### src/rtl/chardot_pkg.sv
package chardot_pkg;
  localparam int BLOCK_W = 4;
  localparam int CNT_W   = BLOCK_W + 1;
  localparam int DATA_W  = 8;
  localparam int EOC_BIT = DATA_W - 1;
  localparam int HDOT_W  = 3;
  localparam int VDOT_W  = EOC_BIT - HDOT_W;

  typedef struct packed {
    logic load;    // latch position words for the addressed dot
    logic inc;     // step to the next dot byte
    logic clear;   // return counter to dot zero
    logic setEnd;  // remember that the displayed dot was final
    logic clrEnd;  // forget the remembered end
    logic setErr;  // overrun seen
  } seqCtl_t;
endpackage

### src/rtl/chardot_ctrl.sv
module chardot_ctrl
  import chardot_pkg::*;
#(
  parameter int CNT_WIDTH = CNT_W
) (
  input  logic                 rstN,
  input  logic                 dotReq,
  input  logic                 endFlagN,
  input  logic                 endDly,
  input  logic [CNT_WIDTH-1:0] dotCnt,
  output seqCtl_t              ctl,
  output logic                 advance
);
  localparam logic [CNT_WIDTH-1:0] CntLast = '1;

  logic countFull;
  assign countFull = (dotCnt == CntLast);

  always_comb begin
    ctl     = '0;
    advance = 1'b0;
    if (rstN && dotReq) begin
      if (endDly) begin
        ctl.clear  = 1'b1;
        ctl.clrEnd = 1'b1;
        advance    = 1'b1;
      end else begin
        ctl.load = 1'b1;
        if (!endFlagN) begin
          ctl.setEnd = 1'b1;
        end else if (countFull) begin
          ctl.setEnd = 1'b1;
          ctl.setErr = 1'b1;
        end else begin
          ctl.inc = 1'b1;
        end
      end
    end
  end
endmodule

### src/rtl/chardot_dpath.sv
module chardot_dpath
  import chardot_pkg::*;
#(
  parameter int CODE_W = 6,
  parameter int COL_W  = 5,
  parameter int ROW_W  = 2
) (
  input  logic                       clk,
  input  logic                       rstN,
  input  seqCtl_t                    ctl,
  input  logic [CODE_W-1:0]          charCode,
  input  logic [COL_W-1:0]           charCol,
  input  logic [ROW_W-1:0]           charRow,
  input  logic [EOC_BIT-1:0]         dotBits,
  output logic [CODE_W+BLOCK_W-1:0]  romAddr,
  output logic [CNT_W-1:0]           dotCnt,
  output logic                       endDly,
  output logic [COL_W+HDOT_W-1:0]    hWord,
  output logic [ROW_W+VDOT_W-1:0]    vWord,
  output logic                       errFlag
);
  logic blockSel;
  assign blockSel = charCode[0] | dotCnt[CNT_W-1];

  generate
    if (CODE_W > 1) begin : g_wide_code
      assign romAddr = {charCode[CODE_W-1:1], blockSel, dotCnt[BLOCK_W-1:0]};
    end else begin : g_narrow_code
      assign romAddr = {blockSel, dotCnt[BLOCK_W-1:0]};
    end
  endgenerate

  always_ff @(posedge clk) begin
    if (!rstN) begin
      dotCnt  <= '0;
      endDly  <= 1'b0;
      errFlag <= 1'b0;
      hWord   <= '0;
      vWord   <= '0;
    end else begin
      if (ctl.clear)     dotCnt <= '0;
      else if (ctl.inc)  dotCnt <= dotCnt + 1'b1;

      if (ctl.setEnd)      endDly <= 1'b1;
      else if (ctl.clrEnd) endDly <= 1'b0;

      if (ctl.setErr) errFlag <= 1'b1;

      if (ctl.load) begin
        hWord <= {charCol, dotBits[HDOT_W-1:0]};
        vWord <= {charRow, dotBits[EOC_BIT-1:HDOT_W]};
      end
    end
  end
endmodule

### src/rtl/chardot_sequencer.sv
module chardot_sequencer
  import chardot_pkg::*;
#(
  parameter int CODE_W = 6,
  parameter int COL_W  = 5,
  parameter int ROW_W  = 2
) (
  input  logic                      clk,
  input  logic                      rstN,
  input  logic                      dotReq,
  input  logic [CODE_W-1:0]         charCode,
  input  logic [COL_W-1:0]          charCol,
  input  logic [ROW_W-1:0]          charRow,
  input  logic [DATA_W-1:0]         romData,
  output logic [CODE_W+BLOCK_W-1:0] romAddr,
  output logic                      charAdvance,
  output logic [COL_W+HDOT_W-1:0]   hWord,
  output logic [ROW_W+VDOT_W-1:0]   vWord,
  output logic                      errFlag
);
  seqCtl_t          ctl;
  logic [CNT_W-1:0] dotCnt;
  logic             endDly;

  chardot_ctrl #(.CNT_WIDTH(CNT_W)) u_ctrl (
    .rstN     (rstN),
    .dotReq   (dotReq),
    .endFlagN (romData[EOC_BIT]),
    .endDly   (endDly),
    .dotCnt   (dotCnt),
    .ctl      (ctl),
    .advance  (charAdvance)
  );

  chardot_dpath #(.CODE_W(CODE_W), .COL_W(COL_W), .ROW_W(ROW_W)) u_dpath (
    .clk      (clk),
    .rstN     (rstN),
    .ctl      (ctl),
    .charCode (charCode),
    .charCol  (charCol),
    .charRow  (charRow),
    .dotBits  (romData[EOC_BIT-1:0]),
    .romAddr  (romAddr),
    .dotCnt   (dotCnt),
    .endDly   (endDly),
    .hWord    (hWord),
    .vWord    (vWord),
    .errFlag  (errFlag)
  );
endmodule

### config.mk
export PLATFORM = sky130hd
export DESIGN_NAME = chardot_sequencer
export DESIGN_NICKNAME = d
export VERILOG_FILES = /design/src/rtl/chardot_pkg.sv /design/src/rtl/chardot_ctrl.sv /design/src/rtl/chardot_dpath.sv /design/src/rtl/chardot_sequencer.sv
export SDC_FILE = /design/constraint.sdc
export NUM_CORES = 1
export LEC_CHECK = 0
export ABC_AREA = 1
export BUFFER_PORTS_ARGS = -buffer_cell sky130_fd_sc_hd__buf_2
export CORE_MARGIN = 5
export CORE_UTILIZATION = 33
export CTS_BUF_LIST = sky130_fd_sc_hd__clkbuf_16
export DETAILED_ROUTE_END_ITERATION = 8
export HOLD_SLACK_MARGIN = 0.06
export PLACE_DENSITY = 0.69
export SYNTH_ARGS = -nofsm -noshare
export SYNTH_HDL_FRONTEND = slang
export SYNTH_SLANG_ARGS = --single-unit
### constraint.sdc
create_clock -name clk -period 1.8 [get_ports clk]
set_input_delay 0.09 -clock clk [delete_from_list [all_inputs] [get_ports clk]]
set_output_delay 0.09 -clock clk [all_outputs]
set_load 0.02 [all_outputs]
==> results of run 1 <==
## Yosys cell counts
cell type | instances | area share [%]
sky130_fd_sc_hd__nand2_1 | 40 | 15
sky130_fd_sc_hd__nand2_4 | 1 | 1.1
sky130_fd_sc_hd__nor2_8 | 2 | 4.1
sky130_fd_sc_hd__xor2_1 | 1 | 0.89
sky130_fd_sc_hd__buf_2 | 1 | 0.51
sky130_fd_sc_hd__or2_2 | 1 | 0.64
sky130_fd_sc_hd__inv_2 | 2 | 0.77
sky130_fd_sc_hd__dfxtp_1 | 21 | 43
sky130_fd_sc_hd__o21ai_2 | 1 | 0.89
sky130_fd_sc_hd__buf_6 | 2 | 2.3
sky130_fd_sc_hd__nor2_1 | 7 | 2.7
sky130_fd_sc_hd__ha_1 | 2 | 2.6
sky130_fd_sc_hd__buf_8 | 1 | 1.5
sky130_fd_sc_hd__a31oi_1 | 1 | 0.64
sky130_fd_sc_hd__nand2_2 | 1 | 0.64
sky130_fd_sc_hd__nand3_4 | 1 | 1.8
sky130_fd_sc_hd__nand4_1 | 1 | 0.64
sky130_fd_sc_hd__nand3_1 | 16 | 8.2
sky130_fd_sc_hd__inv_1 | 4 | 1.5
sky130_fd_sc_hd__a21oi_1 | 4 | 2.0
sky130_fd_sc_hd__buf_4 | 10 | 7.7
sky130_fd_sc_hd__nor2_2 | 1 | 0.64
## state kept, by name (all words and copies together), names as in the netlist
register         flops
u_dpath.endDly       1
u_dpath.vWord        6
u_dpath.errFlag      1
u_dpath.hWord        8
u_dpath.dotCnt       5
## power breakdown
group          switching, µW  total (µW)  internal (µW)
combinational            103         178           75.0
clock                    155         453            297
sequential              16.1         509            493
## worst max-delay path, cell delays in order (launching register included)
cell,delay (ps)
sky130_fd_sc_hd__dfxtp_1,420
sky130_fd_sc_hd__ha_1,220
sky130_fd_sc_hd__nand2_1,70
sky130_fd_sc_hd__nor2_1,120
sky130_fd_sc_hd__ha_1,180
sky130_fd_sc_hd__inv_1,40
sky130_fd_sc_hd__nand2_1,180
sky130_fd_sc_hd__inv_1,90
sky130_fd_sc_hd__nand2_2,110
sky130_fd_sc_hd__nand2_1,60
sky130_fd_sc_hd__a21oi_1,150
## layer usage
metal	up-vias	GRT usage, %	routed length [µm]
met1	367	12.58	894
met2	29	18.81	1147
met5	-	0	0
li1	465	-	-
met3	4	3.282	176
met4	0	5.013	30
## repair_timing
action,4_1_cts,5_1_grt
setup endpoints to repair,0,0
hold buffers,14,0
endpoints found under the hold margin,14,0
resized for setup,0,0
setup buffers,0,0
## worst max-delay path by stage
stage | from | to | slack (ps) | cells after the start
after floorplan | u_dpath.dotCnt[0] | u_dpath.dotCnt[2] | 330 | 10
after global placement | u_dpath.dotCnt[0] | u_dpath.dotCnt[2] | 270 | 10
after detailed placement | u_dpath.dotCnt[0] | u_dpath.dotCnt[2] | 120 | 10
after CTS | u_dpath.dotCnt[0] | u_dpath.dotCnt[2] | 70 | 10
after global routing | u_dpath.dotCnt[0] | u_dpath.dotCnt[2] | 2 | 10
final | u_dpath.dotCnt[0] | u_dpath.dotCnt[2] | 100 | 10
## area by class of cell
type,count,area (µm²)
well taps,31,38.79
inverters,6,22.52
clock inverters,1,5.005
flip-flops and latches,21,420.4
repair buffers,53,335.3
clock buffers,3,75.07
fillers,272,1489
multi-input cells,80,419.2
## logic make-up (layout without fill, tap and decap cells)
kind of cell	after synthesis	count (layout)	synth area share [%]
AO/OA/AOI/OAI	6	6	3.577
AND/OR/NAND/NOR	71	71	35.76
buffers and inverters	20	63	14.30
flip-flops	21	21	42.91
adder cells (fa/ha/maj)	2	2	2.554
XOR/XNOR	1	1	0.8942
## cells in the final DEF (no fill, tap or decap), drive strengths merged
| cell type | count |
|---|---|
| xor2 | 1 |
| a31oi | 1 |
| dlygate4sd3 | 14 |
| buf | 39 |
| dfxtp | 21 |
| clkinv | 1 |
| ha | 2 |
| nor2 | 10 |
| nand2 | 42 |
| clkbuf | 3 |
| nand4 | 1 |
| inv | 6 |
| or2 | 1 |
| a21oi | 4 |
| nand3 | 17 |
| o21ai | 1 |
## per-stage QoR
| stage | total power, µW | util (%) |
|---|---|---|
| 2_1_floorplan | 644.1 | - |
| 3_3_place_gp | 671.7 | 39.07 |
| 3_5_place_dp | 675.8 | 39.07 |
| 4_1_cts | 1158 | 46.92 |
| 5_1_grt | 1200 | 46.92 |
| 6_report | 1140 | 46.92 |
==> Flow_metrics.wiki, run 1 <==
{| class="wikitable"
! Metric !! Value
|-
| Final design area excluding fillers || 1316 µm²
|-
| Sink Count || 21
|-
| Total power density per cell area || 866.3 nW/µm²
|-
| Endpoint kind of the worst setup timing path || flip-flop
|-
| Syn Nets || 147
|-
| Leakage || 0.0006926 µW
|-
| Synthesis-stage register bit count || 21
|-
| Endpoint of the lowest-slack register-to-register path || u_dpath.dotCnt[2]
|-
| Number of standard cells in the layout, taps in and fillers out || just under 200
|-
| Clock network latency to the later pin of the worst-skew pair || 250 ps
|-
| Unique masters post-synth || 22
|-
| Worst hold-check path type || input port to flip-flop
|-
| DRC violation count after routing || 0
|-
| VDD IR max || 0.0003777 V
|-
| Count of H-tree levels built during CTS || 1
|-
| Beginning of the worst register-to-register path || u_dpath.dotCnt[0]
|-
| Count of cells along the worst hold path || 3
|-
| Unrepaired setup endpoints after global routing || no
|-
| Number of warnings reported in the yosys synthesis log || 0
|-
| Site row count || 19
|-
| F_max || 0.5867 GHz
|-
| Data required time at the worst endpoint || 1980 ps
|-
| Worst max-slew margin expressed relative to the limit || 75.18%
|-
| Setup clock skew after layout || 1.301 ps
|-
| Cell area reported after detailed placement || ~1100 µm²
|-
| Inserted Clock Buffers || 3
|-
| Worst Hold Launch || romData[7]
|-
| Endpoints failing hold || 0
|-
| I/O pin count || 50
|-
| Highest fanout seen on the critical path || 6
|-
| Drt via density || ~4.4
|-
| Largest net degree at the start of global routing || 19
|-
| Final-report max-slew violation count || 0
|-
| Share of final-layout standard cells stronger than drive strength 1 || 32.32%
|-
| Average wire length per cell after detail routing || 11.53 µm
|-
| First-pass GRT wire length || 3.601 mm
|-
| Hold Crit Endpoint || u_dpath.errFlag
|-
| Number of port buffers || 39
|-
| Start-to-end type of the worst setup path || flip-flop to flip-flop
|-
| Antenna violations before repair || 0
|-
| Post-Route WL || 2.248 mm
|-
| Post-route setup TNS || 0 ps
|-
| Max clock buf depth || 2
|-
| WHS || 120.0 ps
|-
| Global route overflow || 0
|-
| Count of endpoints failing setup in the final report || 0
|-
| Die Y-Extent || 64.49 µm
|-
| Floorplan Core Area || 2805 µm²
|-
| R2R setup slack || ~96 ps
|-
| Reg2reg path depth || 10
|-
| Via count || 865
|-
| Final worst slack || 95.63 ps
|-
| Share of the cycle needed by the critical path after routing || 94.69%
|-
| Clock-pin slew on the worst setup and hold paths || 50 ps
|-
| Cell area after synthesis || 979.7 µm²
|-
| Die X || between 60 and 70 µm
|-
| Effective utilization at floorplan || a little over a third
|-
| TritonCTS clock tree || built
|-
| Placer congestion estimate || approximately 0.84
|-
| Max-cap violations || 0
|-
| Antenna diodes || 0
|-
| Pre-CTS setup slack || 124.1 ps
|-
| Outcome || complete, no violations
|-
| DP Cell Count || 177
|-
| Number of routed nets with antenna violations || 0
|-
| Number of cells produced by synthesis || 121
|-
| 1st-pass router iterations || 4
|-
| P&R area growth vs syn || 34.35%
|-
| Root buffer selected by CTS || sky130_fd_sc_hd__clkbuf_16
|-
| Final critical path time including I/O delays and setup || 1704 ps
|-
| Sequential area share after synthesis || 42.91%
|-
| Die area || 4158 µm²
|-
| Startpoint types || flip-flop
|-
| Number of global-route vias before repair || 785
|-
| Detail Placement HPWL || 1.648 mm
|-
| Worst endpoint data arrival time || around 1900 ps
|-
| Number of nets at the end of the flow || 191
|-
| Transition time of the tightest slew-check pin || 372.2 ps
|-
| Average size of a mapped cell || 8.097 µm²
|-
| Gr usage total || 10.98%
|-
| Number of DRC markers in iteration 0 || 37
|}
(Power assumes the default switching activity.)
==> run 2: changes to the inputs <==
==> constraint.sdc (replaced) <==
create_clock -name clk -period 1.8 [get_ports clk]
set_input_delay 0.18 -clock clk [delete_from_list [all_inputs] [get_ports clk]]
set_output_delay 0.18 -clock clk [all_outputs]
set_load 0.02 [all_outputs]
==> run 2 against run 1 <==
- combinational power is 14% lower
- cell area is 11% lower
- via count is 4.5% lower
- sequential power hardly changed
- register-to-register slack hardly changed
- final cell count is 7.2% lower
- largest cell class unchanged
==> Flow_metrics.wiki, run 2 (same netlist as run 1, synthesis figures left out) <==
{| class="wikitable"
! Metric !! Value
|-
| Outcome || complete, no violations
|-
| Antenna violations before repair || 0 (unchanged)
|-
| Max FFs per register || 8 (unchanged)
|-
| DRC violation count after routing || 0 (unchanged)
|-
| Number of standard cells in the layout, taps in and fillers out || 181 (-7.2%)
|-
| R2R setup slack || 100 ps (about the same)
|-
| Data required time at the worst endpoint || 1980 ps (about the same)
|-
| VDD IR max || 0.0003705 V (-1.9%)
|-
| DP Cell Count || 177 (unchanged)
|-
| Global route overflow || 0 (unchanged)
|-
| Drt via density || 4.564 (+2.9%)
|-
| Setup clock skew after layout || 0.7948 ps (-0.5062 ps)
|-
| Post-CTS setup repair buffer count || 0 (unchanged)
|-
| Critical-path cell with the highest stage delay || sky130_fd_sc_hd__dfxtp_1
|-
| Worst max-slew margin expressed relative to the limit || 75.66% (+0.48 points)
|-
| Number of routed nets with antenna violations || 0 (unchanged)
|-
| Sink Count || 21 (unchanged)
|-
| Share of the cycle needed by the critical path after routing || 94.63% (about the same)
|-
| Start-to-end type of the worst setup path || flip-flop to flip-flop
|-
| Leading registers by flop count || u_dpath.hWord: 8 flops, u_dpath.vWord: 6 flops, u_dpath.dotCnt: 5 flops
|-
| Internal Power || 846.0 µW (-2.3%)
|-
| Most common cell after layout, fill and taps aside || sky130_fd_sc_hd__nand2_1
|-
| Count of endpoints failing setup in the final report || 0 (unchanged)
|-
| Die Y-Extent || 64.49 µm (unchanged)
|-
| Beginning of the worst register-to-register path || u_dpath.dotCnt[0]
|-
| Startpoint types || flip-flop
|-
| I/O pin count || 50 (unchanged)
|-
| Detail Placement HPWL || 1.648 mm (unchanged)
|-
| 1st-pass router iterations || 4 (unchanged)
|-
| TritonCTS clock tree || built
|-
| Number of global-route vias before repair || 772 (-1.7%)
|-
| Leakage || 0.0006342 µW (-8.4%)
|-
| Clock-pin slew on the worst setup and hold paths || 50 ps (about the same)
|-
| Inserted Clock Buffers || 3 (unchanged)
|-
| Part of the total power dissipated in combinational logic || 13.8% (-1.8 points)
|-
| Largest net degree at the start of global routing || 19 (unchanged)
|-
| P&R area growth vs syn || 20.05%
|-
| Final-report max-slew violation count || 0 (unchanged)
|-
| Cell area reported after detailed placement || 1096 µm² (unchanged)
|-
| Proportion of total power due to net switching || 24.18% (+0.11 points)
|-
| Total power density per cell area || 948.8 nW/µm² (+9.5%)
|-
| Site row count || 19 (unchanged)
|-
| Final design area excluding fillers || 1176 µm² (-11%)
|-
| Hold Crit Endpoint || u_dpath.hWord[5]
|-
| Clock network latency to the later pin of the worst-skew pair || 250 ps (about the same)
|-
| Endpoint of the lowest-slack register-to-register path || u_dpath.dotCnt[2]
|-
| Utilization after layout || 41.93% (-5.0 points)
|-
| Reg2reg path depth || 10 (unchanged)
|-
| Antenna diodes || 0 (unchanged)
|-
| Highest-count cells in the layout ignoring fill and taps || 40 x sky130_fd_sc_hd__nand2_1, 39 x sky130_fd_sc_hd__buf_2, 21 x sky130_fd_sc_hd__dfxtp_1
|-
| Max-cap violations || 0 (unchanged)
|-
| Worst endpoint data arrival time || 1880 ps (about the same)
|-
| Sequential share of power || 45.6% (+0.9 points)
|-
| Register with the most flip-flops || u_dpath.hWord
|-
| Die area || 4158 µm² (unchanged)
|-
| Post-Route WL || 2.096 mm (-6.8%)
|-
| Number of port buffers || 39 (unchanged)
|-
| Top cell family by delay on the critical path || simple AND/OR/NAND/NOR gates
|-
| Floorplan Core Area || 2805 µm² (unchanged)
|-
| Final critical path time including I/O delays and setup || 1703 ps (-1.034 ps)
|-
| Number of nets at the end of the flow || 177 (-7.3%)
|-
| Placer congestion estimate || 0.8447 (unchanged)
|-
| Count of buffering cells on the critical path with inverters included || 2 (unchanged)
|-
| Max clock buf depth || 2 (unchanged)
|-
| Worst hold-check path type || input port to flip-flop
|-
| Crit path top cell by count || sky130_fd_sc_hd__nand2_1
|-
| Endpoint kind of the worst setup timing path || flip-flop
|-
| Delay contributed by the slowest stage of the critical path || 420 ps (about the same)
|-
| Number of DRC markers in iteration 0 || 31 (-16%)
|-
| Die X || 64.49 µm (unchanged)
|-
| First-pass GRT wire length || 3.498 mm (-2.9%)
|-
| Effective utilization at floorplan || 34.92% (unchanged)
|-
| Via count || 826 (-4.5%)
|-
| Average wire length per cell after detail routing || 11.58 µm (+0.45%)
|-
| Post-route setup TNS || 0 ps (unchanged)
|-
| Count of cells along the worst hold path || 3 (unchanged)
|-
| Number of buffers added to fix hold violations after cts || 0 (-14)
|-
| F_max || 0.5871 GHz (about the same)
|-
| Share of final-layout standard cells stronger than drive strength 1 || 35.33% (+3.0 points)
|-
| Worst Hold Launch || charCol[2]
|-
| Power share of the clock group || 40.6% (+0.9 points)
|-
| Transition time of the tightest slew-check pin || 365.0 ps (-7.187 ps)
|-
| Net Switching || 269.9 µW (-1.7%)
|-
| Total power of the final layout || 1116 µW (-2.1%)
|-
| Endpoints failing hold || 0 (unchanged)
|-
| Gr usage total || 10.54% (-0.44 points)
|-
| Post_cts resized || 0 (unchanged)
|-
| Root buffer selected by CTS || sky130_fd_sc_hd__clkbuf_16
|-
| Cell chain of the critical path || ha_1 -> nand2_1 -> nor2_1 -> ha_1 -> inv_1 -> nand2_1 -> inv_1 -> nand2_2 -> nand2_1 -> a21oi_1
|-
| Count of H-tree levels built during CTS || 1 (unchanged)
|-
| Highest fanout seen on the critical path || 6 (unchanged)
|-
| Unrepaired setup endpoints after global routing || no
|}
-- run 2: changes by cell type in the layout (fill, tap and decap cells not counted) --
cell / previous run / this run
sky130_fd_sc_hd__dlygate4sd3_1: 14 / 0
-- run 2: tightest hold or removal path: cells and delay by family --
kind,cells,cell delay (ps)
simple gates,2,90
buf+inv,1,70
-- run 2: layout make-up --
type | count | area [µm²]
timing repair buffer | 39 | 195.2
clock buffer | 3 | 75.07
clock inverter | 1 | 5.005
multi-input combinational | 80 | 419.2
tap | 31 | 38.79
inverter | 6 | 22.52
sequential | 21 | 420.4
fill | 289 | 1629
-- run 2: per-layer routing --
metal | up-vias | GRT usage [%] | share of wire [%]
met1 | 352 | 11.51 | 39
li1 | 438 | - | -
met5 | - | 0 | 0
met4 | 0 | 5.013 | 1.6
met3 | 6 | 3.627 | 9.4
met2 | 30 | 18.30 | 50
-- run 2: worst max-delay path by stage --
stage                           start           endpoint  slack [ps]  depth (start not counted)
floorplan           u_dpath.dotCnt[0]  u_dpath.dotCnt[2]         330                         10
global placement    u_dpath.dotCnt[0]  u_dpath.dotCnt[2]         270                         10
detailed placement  u_dpath.dotCnt[0]  u_dpath.dotCnt[2]         120                         10
CTS                 u_dpath.dotCnt[0]  u_dpath.dotCnt[2]          70                         10
global route        u_dpath.dotCnt[0]  u_dpath.dotCnt[2]           3                         10
finish              u_dpath.dotCnt[0]  u_dpath.dotCnt[2]         100                         10
-- run 2: metrics by stage --
step	setup slack, ps	hold WS, ps
2_1_floorplan	331.3	290.5
3_3_place_gp	265.9	360.2
3_5_place_dp	124.1	360.2
4_1_cts	65.23	121.2
5_1_grt	2.792	135.2
6_report	96.67	123.9
-- run 2: power groups by stage --
| stage | registers (µW) | logic, µW | clock network [µW] |
|---|---|---|---|
| after floorplan | 549 | 95.2 | 0 |
| after global placement | 518 | 154 | 0 |
| after detailed placement | 520 | 156 | 0 |
| after CTS | 510 | 157 | 468 |
| after global routing | 514 | 172 | 491 |
| final | 509 | 153 | 453 |
